[config.mk]
export PLATFORM = sky130hd
export DESIGN_NAME = vic_top
export DESIGN_NICKNAME = d
export VERILOG_FILES = /design/src/rtl/vic_pkg.sv /design/src/rtl/vic_src_cell.sv /design/src/rtl/vic_prio_enc.sv /design/src/rtl/vic_top.sv
export SDC_FILE = /design/constraint.sdc
export NUM_CORES = 1
export LEC_CHECK = 0
export ABC_AREA = 1
export BUFFER_PORTS_ARGS = -buffer_cell sky130_fd_sc_hd__clkbuf_2
export CAP_MARGIN = 20
export CORE_MARGIN = 2
export CORE_UTILIZATION = 40
export DETAILED_ROUTE_END_ITERATION = 12
export PLACE_DENSITY = 0.71
export SETUP_SLACK_MARGIN = 0.1
export SYNTH_ARGS = -nofsm -noshare
export SYNTH_HDL_FRONTEND = slang
export SYNTH_HIERARCHICAL = 1
export SYNTH_SLANG_ARGS = --single-unit
[constraint.sdc]
create_clock -name clk -period 2.7 [get_ports clk]
set_input_delay 0.135 -clock clk [delete_from_list [all_inputs] [get_ports clk]]
set_output_delay 0.135 -clock clk [all_outputs]
set_load 0.005 [all_outputs]
[src/rtl/vic_pkg.sv]
package vic_pkg;
  localparam int VIC_DW = 32;
  localparam int VIC_AW = 3;

  typedef enum logic [VIC_AW-1:0] {
    REG_STAT   = 3'd0,
    REG_PEND   = 3'd1,
    REG_EN     = 3'd2,
    REG_ACK    = 3'd3,
    REG_SETEN  = 3'd4,
    REG_CLREN  = 3'd5,
    REG_VEC    = 3'd6,
    REG_MASTER = 3'd7
  } vic_reg_e;
endpackage

[src/rtl/vic_src_cell.sv]
// Per-source event detector: edge variant compares against a registered copy.
module vic_src_cell #(
  parameter bit EDGE = 1'b0
) (
  input  logic clk,
  input  logic rst,
  input  logic src_i,
  output logic set_o
);
  generate
    if (EDGE) begin : g_edge
      logic src_q;
      always_ff @(posedge clk) begin
        if (rst) src_q <= 1'b0;
        else     src_q <= src_i;
      end
      assign set_o = src_i & ~src_q;

      AST_EDGE_ONESHOT: assert property (@(posedge clk) disable iff (rst)
        set_o |=> !set_o);
    end else begin : g_level
      assign set_o = src_i;
    end
  endgenerate
endmodule

[src/rtl/vic_prio_enc.sv]
// Lowest-index-first priority encoder over the pending vector.
module vic_prio_enc #(
  parameter int N  = 8,
  localparam int IW = (N > 1) ? $clog2(N) : 1
) (
  input  logic [N-1:0]  pend_i,
  output logic          any_o,
  output logic [IW-1:0] idx_o
);
  always_comb begin
    any_o = 1'b0;
    idx_o = '0;
    for (int i = N - 1; i >= 0; i--) begin
      if (pend_i[i]) begin
        any_o = 1'b1;
        idx_o = IW'(i);
      end
    end
  end

  always_comb begin
    if (any_o) begin
      AST_VEC_LOWEST: assert (pend_i[idx_o] &&
        ((pend_i & ((N'(1) << idx_o) - N'(1))) == '0));
    end
  end
endmodule

[src/rtl/vic_top.sv]
module vic_top
  import vic_pkg::*;
#(
  parameter int             N_SRC     = 8,
  parameter logic [N_SRC-1:0] EDGE_MASK = '0,
  localparam int            IW        = (N_SRC > 1) ? $clog2(N_SRC) : 1
) (
  input  logic              clk,
  input  logic              rst,
  input  logic [N_SRC-1:0]  src_i,
  input  logic              bus_wr,
  input  logic [VIC_AW-1:0] bus_addr,
  input  logic [VIC_DW-1:0] bus_wdata,
  output logic [VIC_DW-1:0] rd_data,
  output logic              irq_o
);
  logic [N_SRC-1:0]  status_q, enable_q, set_v, ack_m, pend;
  logic              me_q, hie_q, irq_q, pr_any;
  logic [IW-1:0]     pr_idx;
  logic [VIC_DW-1:0] rd_q, rd_nxt;
  logic [N_SRC-1:0]  wmask;
  logic              unused_bits;

  vic_reg_e sel;
  assign sel         = vic_reg_e'(bus_addr);
  assign wmask       = bus_wdata[N_SRC-1:0];
  assign unused_bits = ^bus_wdata;

  genvar g;
  generate
    for (g = 0; g < N_SRC; g++) begin : g_src
      vic_src_cell #(.EDGE(EDGE_MASK[g])) cell_i (
        .clk   (clk),
        .rst   (rst),
        .src_i (src_i[g]),
        .set_o (set_v[g])
      );
    end
  endgenerate

  assign ack_m = (bus_wr && sel == REG_ACK) ? wmask : '0;
  assign pend  = status_q & enable_q;

  vic_prio_enc #(.N(N_SRC)) enc_i (
    .pend_i (pend),
    .any_o  (pr_any),
    .idx_o  (pr_idx)
  );

  always_comb begin
    rd_nxt = '0;
    unique case (sel)
      REG_STAT:   rd_nxt[N_SRC-1:0] = status_q;
      REG_PEND:   rd_nxt[N_SRC-1:0] = pend;
      REG_EN:     rd_nxt[N_SRC-1:0] = enable_q;
      REG_VEC:    if (pr_any) rd_nxt[IW-1:0] = pr_idx;
                  else        rd_nxt = '1;
      REG_MASTER: rd_nxt[1:0] = {hie_q, me_q};
      default:    rd_nxt = '0;
    endcase
  end

  always_ff @(posedge clk) begin
    if (rst) begin
      status_q <= '0;
      enable_q <= '0;
      me_q     <= 1'b0;
      hie_q    <= 1'b0;
      irq_q    <= 1'b0;
      rd_q     <= '0;
    end else begin
      status_q <= (status_q & ~ack_m) | set_v;
      if (bus_wr) begin
        case (sel)
          REG_EN:     enable_q <= wmask;
          REG_SETEN:  enable_q <= enable_q | wmask;
          REG_CLREN:  enable_q <= enable_q & ~wmask;
          REG_MASTER: {hie_q, me_q} <= bus_wdata[1:0];
          default:    ;
        endcase
      end
      irq_q <= (|pend) & me_q & hie_q;
      rd_q  <= rd_nxt;
    end
  end

  assign rd_data = rd_q;
  assign irq_o   = irq_q;

  AST_ACK_CLEARS: assert property (@(posedge clk) disable iff (rst)
    (bus_wr && sel == REG_ACK) |=> ((status_q & $past(wmask & ~set_v)) == '0));
  AST_EN_SET: assert property (@(posedge clk) disable iff (rst)
    (bus_wr && sel == REG_SETEN) |=> ((enable_q & $past(wmask)) == $past(wmask)));
  AST_EN_CLR: assert property (@(posedge clk) disable iff (rst)
    (bus_wr && sel == REG_CLREN) |=> ((enable_q & $past(wmask)) == '0));
  AST_IRQ_GATED: assert property (@(posedge clk) disable iff (rst)
    irq_o |-> $past(me_q && hie_q && (pend != '0)));
endmodule

# [Yosys cells after proc, flatten, opt, wreduce, memory -nomap -nowiden]
# Cells that the tools add are included.
[op_classes] reduce_logical=7 bitwise=10 n_eq_ne=7 mux=22
[op_table] cell="$mux 29" count=1
[op_table] cell="$mux 3" count=9
[op_table] cell="$and 8x8->8" count=3
[op_table] cell="$pmux 6 s4" count=1
[op_table] cell="$pmux 8 s3" count=1
[op_table] cell="$not 8->8" count=2
[op_table] cell="$or 8x8->8" count=2
[op_table] cell="$eq 3x3->1 const B" count=4
[op_table] cell="$pmux 2 s5" count=1
[op_table] cell="$mux 1" count=8
[op_table] cell="$mux 8" count=1
[op_table] cell="$reduce_or 8->1" count=1
[op_table] cell="$eq 3x2->1 const B" count=2
[op_table] cell="$reduce_and 2->1" count=2
[op_table] cell="$eq 3x1->1 const B" count=1
[op_table] cell="$logic_not 3->1" count=1
[op_table] cell="$reduce_bool 3->1" count=1
[op_table] cell="$and 1x1->1" count=2
[op_table] cell="$reduce_or 2->1" count=1
[op_table] cell="$logic_and 1x1->1" count=1
[op_table] cell="$not 1->1" count=1
[word_totals] input_bits=46 reg_bits=51 word_cells=53 out_inout_bits=33

# [Logic depth before layout (Yosys ltp)]
# Gate-level depths: netlist of the first run.
[depth] word_depth=11 mapped_depth=13 ltp_nobuf=13

# [Modules after synthesis]
# Netlist of the first run, hierarchy kept.
[modules_own_cells] module="vic_top" area_each_um2=1506.4 cells_per_inst=223 seq_area_each_um2=560.5 n_inst=1
[modules_own_cells] module="vic_prio_enc" area_each_um2=98.8 cells_per_inst=22 seq_area_each_um2=0.0 n_inst=1
[modules_own_cells] module="vic_src_cell" area_each_um2=7.5 cells_per_inst=1 seq_area_each_um2=0.0 n_inst=8

# [Least setup slack after synthesis of the first run]
# Ideal clock, no wire load.
[synth_path] path_kind="register to register" from="reg enable_q[7]" to="reg rd_q[7], in the netlist rd_data[7]" period_less_slack_ns=1.266 path_buffers=0 t_required_ns=2.644 path_stages_with_launch=11 setup_ns=0.056 path_slack_ns=1.434 t_arrival_ns=1.210 path_cell_list="dfxtp_1 -> nand2_1 -> inv_1 -> or2_1 -> nor3_2 -> nand2_1 -> inv_1 -> nand2_1 -> nand3_1 -> nand2_1 -> inv_1"
[synth_between] elab_chain_cells=11
[synth_lines] item="from (decl)" line_no="vic_top.sv:17" source="logic [N_SRC-1:0] status_q, enable_q, set_v, ack_m, pend;"
[synth_lines] item="from (signal assigned)" line_no="vic_top.sv:75" source="REG_EN: enable_q <= wmask;"
[synth_lines] item="from (signal assigned)" line_no="vic_top.sv:76" source="REG_SETEN: enable_q <= enable_q | wmask;"
[synth_lines] item="from (signal assigned)" line_no="vic_top.sv:77" source="REG_CLREN: enable_q <= enable_q & ~wmask;"
[synth_lines] item="$and 8x8->8" line_no="vic_top.sv:42" source="assign pend = status_q & enable_q;"
[synth_lines] item="net pend[7]" line_no="vic_top.sv:17"
[synth_lines] item="$mux 1 (8 in series)" line_no="vic_prio_enc.sv:14" source="if (pend_i[i]) begin"
[synth_lines] item="net pr_any" line_no="vic_top.sv:18" source="logic me_q, hie_q, irq_q, pr_any;"
[synth_lines] item="$mux 29" line_no="vic_top.sv:56" source="REG_VEC: if (pr_any) rd_nxt[IW-1:0] = pr_idx;"
[synth_lines] item="$pmux 6 s4" line_no="vic_top.sv:52" source="unique case (sel)"
[synth_lines] item="to (signal assigned)" line_no="vic_top.sv:83" source="rd_q <= rd_nxt;"
[synth_lines] item="to (decl)" line_no="vic_top.sv:20" source="logic [VIC_DW-1:0] rd_q, rd_nxt;"
# The timed path passes the listed nets, and every way through them passes these cells.
# A chain may end at the register's enable or synchronous reset.

# [Worst setup path after layout of the first run]
[layout_path] from="reg enable_q[7]" to="reg rd_q[3], in the netlist rd_data[3]"
# The elaborated chain is that of the path after synthesis.

==> flow_metrics.env, run 1 <==
export IMPL_cp_num_buf_inv=3
export IMPL_wl_um=3410
export IMPL_rsz0062_at_grt="false"
export IMPL_min_period_over_period_pct=56.2
export IMPL_yosys_register_bits=28
export IMPL_cts_setup_buffers=0
export IMPL_seq_area_um2=561
export IMPL_clkLatencyLatePin_ns=0.27
export IMPL_htree_num_levels=1
export IMPL_antenna_found_initial=0
export IMPL_hold_slack_ns=0.0656
export IMPL_routed_via_count=1523
export IMPL_nFillCells=439
export IMPL_critPathKind="reg2reg"
export IMPL_startpoint_type="flop"
export IMPL_max_stage_delay_ns=0.35
export IMPL_period_needed_ns=1.52
export IMPL_crit_path_end_kind="flop"
export IMPL_setup_viol=0
export IMPL_postSynthCellCount=253
export IMPL_fmax_mhz=659
export IMPL_place_area_um2=1750
export IMPL_antenna_left=0
export IMPL_final_common_cell="nand2_1"
export IMPL_rows=23
export IMPL_gp_congestion=0.846
export IMPL_path_cells="nand2_1, inv_1, or2_1, nor3_2, nand2_1, inv_1, nand2_1, nand3_1, nand2_1, inv_1"
export IMPL_cp_required_ns=2.92
export IMPL_clock_skew_ns=0.0101
export IMPL_nets=323
export IMPL_drive_gt1_share_pct=25.0
export IMPL_dp_hpwl_um=2660
export IMPL_netlist_area_um2=1670
export IMPL_synth_cell_types=22
export IMPL_cts_tree="yes"
export IMPL_synth_net_count=299
export IMPL_reg2reg_slack_ns=1.18
export IMPL_final_cell_mix="56 x nand2_1, 54 x clkbuf_2, 40 x inv_1, 28 x dfxtp_1, 26 x nand3_1"
export IMPL_min_path_type="in2reg"
export IMPL_peakVddDrop_uv=272
export IMPL_setup_tns_ns=0
export IMPL_cts_sinks=28
export IMPL_portBuffers=54
export IMPL_grt_pass1_vias=1295
export IMPL_grt_start_max_net_pins=25
export IMPL_viasPerCell=4.67
export IMPL_pin_count=79
export IMPL_status="finished clean"
export IMPL_die_y_um=68.5
export IMPL_arrival_ns=1.74
export IMPL_multi_input_area_um2=676
export IMPL_first_iter_violations=45
export IMPL_max_cap_violations=0
export IMPL_core_um2=4000
export IMPL_clockBufferDepth=2
export IMPL_chipWidth_um=68.5
export IMPL_p_leak_uw=0.00102
export IMPL_cts_buffers_inserted=3
export IMPL_cp_slowest_cell="dfxtp_1"
export IMPL_hold_buffers=0
export IMPL_firstDrtPassIters=4
export IMPL_overflow=0
export IMPL_hold_viol=0
export IMPL_clk_pin_slew_ns=0.10
export IMPL_cts_root_buffer="clkbuf_8"
export IMPL_syn_avg_cell_area_um2=6.58
export IMPL_ys_warn_count=6
export IMPL_maxSlewHeadroom_pct=60.9
export IMPL_antenna_cells=0
export IMPL_worstMarginPinSlew_ns=0.586
export IMPL_fp_dieArea_um2=4700
export IMPL_critPathMaxFanout=6
export IMPL_crit_top_cell="nand2_1"
export IMPL_wire_per_inst_um=10.4
export IMPL_stdcell_area_um2=1820
export IMPL_grt_pass1_wl_um=5710
export IMPL_seq_area_frac_synth_pct=33.7
export IMPL_remaining_drc_errors=0
export IMPL_start_util_pct=41.6
export IMPL_gr_usage_all_layers_pct=16.0
export IMPL_area_delta_synth_final_pct=9.32
export IMPL_power_density_nw_per_um2=499
export IMPL_slew_violations=0
export IMPL_cts_resized=0
export IMPL_cpLargestDelayFamily="simple AND/OR/NAND/NOR gates"
[cells in the mapped netlist]
cell / count / area share (%)
nand3_1: 26 / 7.8
nor2_2: 1 / 0.38
buf_4: 31 / 14
o21ai_1: 10 / 3.0
or2_1: 1 / 0.38
nor3_2: 1 / 0.60
o21ai_0: 3 / 0.90
a21oi_1: 19 / 5.7
clkinv_1: 2 / 0.45
nand3_2: 1 / 0.60
dfxtp_1: 28 / 34
nand2_2: 1 / 0.38
a31oi_1: 1 / 0.38
inv_2: 6 / 1.4
clkbuf_1: 3 / 0.68
nand4_1: 4 / 1.5
inv_1: 40 / 9.0
buf_2: 1 / 0.30
nor2_4: 1 / 0.68
o211ai_1: 8 / 3.6
nand2_1: 56 / 13
nor2_1: 9 / 2.0
[path summary, 6_finish.rpt]
path | start | end | cells past startpoint
worst max-delay path | enable_q[7]$_SDFFE_PP0P_ | rd_data[3]$_SDFF_PP0_ | 10
worst min register to register | hie_q$_SDFFE_PP0P_ | irq_o$_SDFF_PP0_ | 2
worst min-delay path | src_i[3] | status_q[3]$_SDFF_PP0_ | 3
worst max register to register | enable_q[7]$_SDFFE_PP0P_ | rd_data[3]$_SDFF_PP0_ | 10
[final cells by class]
cell class / count / area share [%]
inverter: 48 / 9.90
clock buffer: 3 / 2.27
timing repair buffer: 54 / 14.8
tap: 50 / 3.44
multi-input combinational: 142 / 37.1
sequential: 28 / 30.8
clock inverter: 1 / 1.65
[metal layers]
layer	vias up	global-route usage [%]	routed length, um
met2	62	24.9	1500
met5	-	0	0
met3	4	2.44	245
met4	0	6.00	39
met1	641	22.3	1620
li1	816	-	-
[tightest hold or removal path, stage by stage]
cell	delay [ns]
clkbuf_2	0.08
inv_1	0.04
a21oi_1	0.05
[kinds of logic after synthesis]
logic type | count (synthesis) | share of synthesized area (%)
flops | 28 | 33.7
simple gates | 101 | 27.0
compound gates | 41 | 13.6
buf+inv | 83 | 25.8
[power by group]
group | leakage [uW] | switching, uW | internal (uW) | total, uW
clock | 0.0000357 | 131 | 198 | 330
combinational | 0.000759 | 77.6 | 50.0 | 128
sequential | 0.000230 | 17.2 | 434 | 451
[state kept, by name, summed over array words and instances, names as in the netlist]
register	count
me_q	1
hie_q	1
status_q	8
irq_o	1
rd_data	9
enable_q	8
[stage by stage]
step | instances | setup slack (ns) | total power, uW | util [%]
6_report | 326 | 1.18 | 908 | 45.5
5_1_grt | 326 | 1.01 | 966 | 45.5
4_1_cts | 326 | 1.17 | 918 | 45.5
3_5_place_dp | 322 | 1.20 | 588 | 43.7
3_3_place_gp | 322 | 1.22 | 587 | 43.7
2_1_floorplan | 253 | 1.43 | 557 | -
(Power assumes the default switching activity.)
==> inputs of run 2 (changes only) <==
--- a/config.mk
+++ b/config.mk
@@ -11,7 +11,7 @@
 export CORE_MARGIN = 2
 export CORE_UTILIZATION = 40
 export DETAILED_ROUTE_END_ITERATION = 12
-export PLACE_DENSITY = 0.71
+export PLACE_DENSITY = 0.73
 export SETUP_SLACK_MARGIN = 0.1
 export SYNTH_ARGS = -nofsm -noshare
 export SYNTH_HDL_FRONTEND = slang
==> constraint.sdc (replaced) <==
create_clock -name clk -period 1.3 [get_ports clk]
set_input_delay 0.065 -clock clk [delete_from_list [all_inputs] [get_ports clk]]
set_output_delay 0.065 -clock clk [all_outputs]
set_load 0.005 [all_outputs]
==> run 2 against run 1 <==
Effect of this change:
- the flow now finishes with violations (negative setup slack)
- critical path depth stayed put
- clock power is 38% higher
- clock skew is 0.0074 ns lower
- non-clock buffer count is 26 higher
- combinational power grew to 2.8 times the previous value
- power is 91% higher
- register-to-register slack worse by 1.2 ns
- worst hold slack worse by 0.065 ns
- final cell count is 7.7% higher
- flip-flop and latch count stayed put
==> flow_metrics.env, run 2 (synthesized netlist as in run 1, its figures left out) <==
export IMPL_period_needed_ns=1.36
export IMPL_gr_usage_all_layers_pct=18.0
export IMPL_min_period_over_period_pct=104
export IMPL_largest_reg_flops=9
export IMPL_max_stage_delay_ns=0.33
export IMPL_portBuffers=54
export IMPL_setup_viol=8
export IMPL_antenna_cells=0
export IMPL_wl_um=3840
export IMPL_p_leak_uw=0.00117
export IMPL_power_density_nw_per_um2=844
export IMPL_cts_sinks=28
export IMPL_overflow=0
export IMPL_grt_pass1_wl_um=6440
export IMPL_dpl_cell_count=344
export IMPL_die_y_um=68.5
export IMPL_arrival_ns=1.58
export IMPL_drive_gt1_share_pct=37.5
export IMPL_min_path_type="in2reg"
export IMPL_clock_skew_ns=0.00275
export IMPL_peakVddDrop_uv=416
export IMPL_worstMarginPinSlew_ns=0.335
export IMPL_final_common_cell="clkbuf_2"
export IMPL_final_cell_mix="54 x clkbuf_2, 52 x nand2_1, 36 x inv_1, 23 x dfxtp_1, 22 x buf_4"
export IMPL_grt_pass1_vias=1511
export IMPL_final_cells=351
export IMPL_routed_via_count=1683
export IMPL_antenna_left=0
export IMPL_cts_buffers_inserted=3
export IMPL_stdcell_area_um2=2060
export IMPL_fmax_mhz=736
export IMPL_cpLargestDelayFamily="simple AND/OR/NAND/NOR gates"
export IMPL_cp_slowest_cell="dfxtp_2"
export IMPL_dp_hpwl_um=2940
export IMPL_seq_area_um2=567
export IMPL_max_cap_violations=0
export IMPL_htree_num_levels=1
export IMPL_multi_input_area_um2=729
export IMPL_firstDrtPassIters=4
export IMPL_reg2reg_slack_ns=-0.06
export IMPL_clockBufferDepth=2
export IMPL_critPathKind="reg2reg"
export IMPL_clk_pin_slew_ns=0.09
export IMPL_core_um2=4000
export IMPL_nets=349
export IMPL_cts_tree="yes"
export IMPL_grt_start_max_net_pins=25
export IMPL_fin_ws_ns=-0.0583
export IMPL_viasPerCell=4.79
export IMPL_hold_viol=0
export IMPL_start_util_pct=41.6
export IMPL_path_cells="nand2_2, inv_2, or2_4, nor3_4, nand2_1, inv_2, nand2_4, nand3_2, nand2_1, inv_1"
export IMPL_clkLatencyLatePin_ns=0.27
export IMPL_maxSlewHeadroom_pct=77.7
export IMPL_cp_num_buf_inv=3
export IMPL_crit_path_end_kind="flop"
export IMPL_startpoint_type="flop"
export IMPL_fp_dieArea_um2=4700
export IMPL_place_area_um2=1920
export IMPL_remaining_drc_errors=0
export IMPL_wire_per_inst_um=10.9
export IMPL_antenna_found_initial=0
export IMPL_area_delta_synth_final_pct=23.6
export IMPL_status="finished, violations left"
export IMPL_gp_congestion=0.857
export IMPL_first_iter_violations=40
export IMPL_rsz0062_at_grt="true"
export IMPL_critPathMaxFanout=6
export IMPL_rows=23
export IMPL_slew_violations=0
export IMPL_pin_count=79
export IMPL_cp_required_ns=1.52
export IMPL_cts_root_buffer="clkbuf_8"
export IMPL_chipWidth_um=68.5
export IMPL_nFillCells=382
export IMPL_dp_slack_ns=-0.103
export IMPL_violations="negative setup slack"
[run 2: worst register-to-register path: stages (launching register included)]
cell and delay, ns:
dfxtp_2 0.33, nand2_2 0.08, inv_2 0.04, or2_4 0.26
nor3_4 0.13, nand2_1 0.08, inv_2 0.10, nand2_4 0.10
nand3_2 0.08, nand2_1 0.05, inv_1 0.06
[run 2: layer usage]
layer  wire [um]  GRT usage [%]
met4          23           9.00
met3         247           2.44
met5           0              0
met1        1690           22.4
met2        1880           30.2
[run 2: path summary, 6_finish.rpt]
path | startpoint | end | cells after the start
hold / removal | src_i[2] | status_q[2]$_SDFF_PP0_ | 3
setup / recovery | status_q[7]$_SDFF_PP0_ | rd_data[3]$_SDFF_PP0_ | 10
setup reg to reg | status_q[7]$_SDFF_PP0_ | rd_data[3]$_SDFF_PP0_ | 10
hold reg to reg | hie_q$_SDFFE_PP0P_ | irq_o$_SDFF_PP0_ | 2
[run 2: through the flow]
step	power [uW]	setup TNS, ns	util [%]	hold WS [ns]
floorplan	1160	0	-	0.222
global placement	1270	-0.332	48.0	0.286
detailed placement	1270	-0.548	48.0	0.294
CTS	1760	-1.00	51.0	0.000945
global route	1840	-1.39	51.5	0.000253
finish	1740	-0.336	51.5	0.000721
[run 2: repair_timing]
| action | in CTS | in global routing |
|---|---|---|
| resized for setup | 8 | 16 |
| buffers inserted | 5 | 1 |
| setup endpoints to repair | 9 | 10 |
| endpoints found under the hold margin | 2 | 0 |
| cloned | 0 | 0 |
| pin swaps | 7 | 15 |
| hold buffers | 2 | 0 |
[run 2: layout make-up]
type / instances / share of cell area (%)
Clock buffer: 3 / 2.01
Inverter: 48 / 8.75
Multi-Input combinational cell: 142 / 35.4
Sequential cell: 28 / 27.5
Tap cell: 50 / 3.04
Timing Repair Buffer: 80 / 23.2
[run 2: power by group]
| part | leakage, uW | internal [uW] | switching, uW |
|---|---|---|---|
| Clock | 0.0000216 | 208 | 248 |
| Combinational | 0.000922 | 156 | 203 |
| Sequential | 0.000231 | 902 | 19.9 |
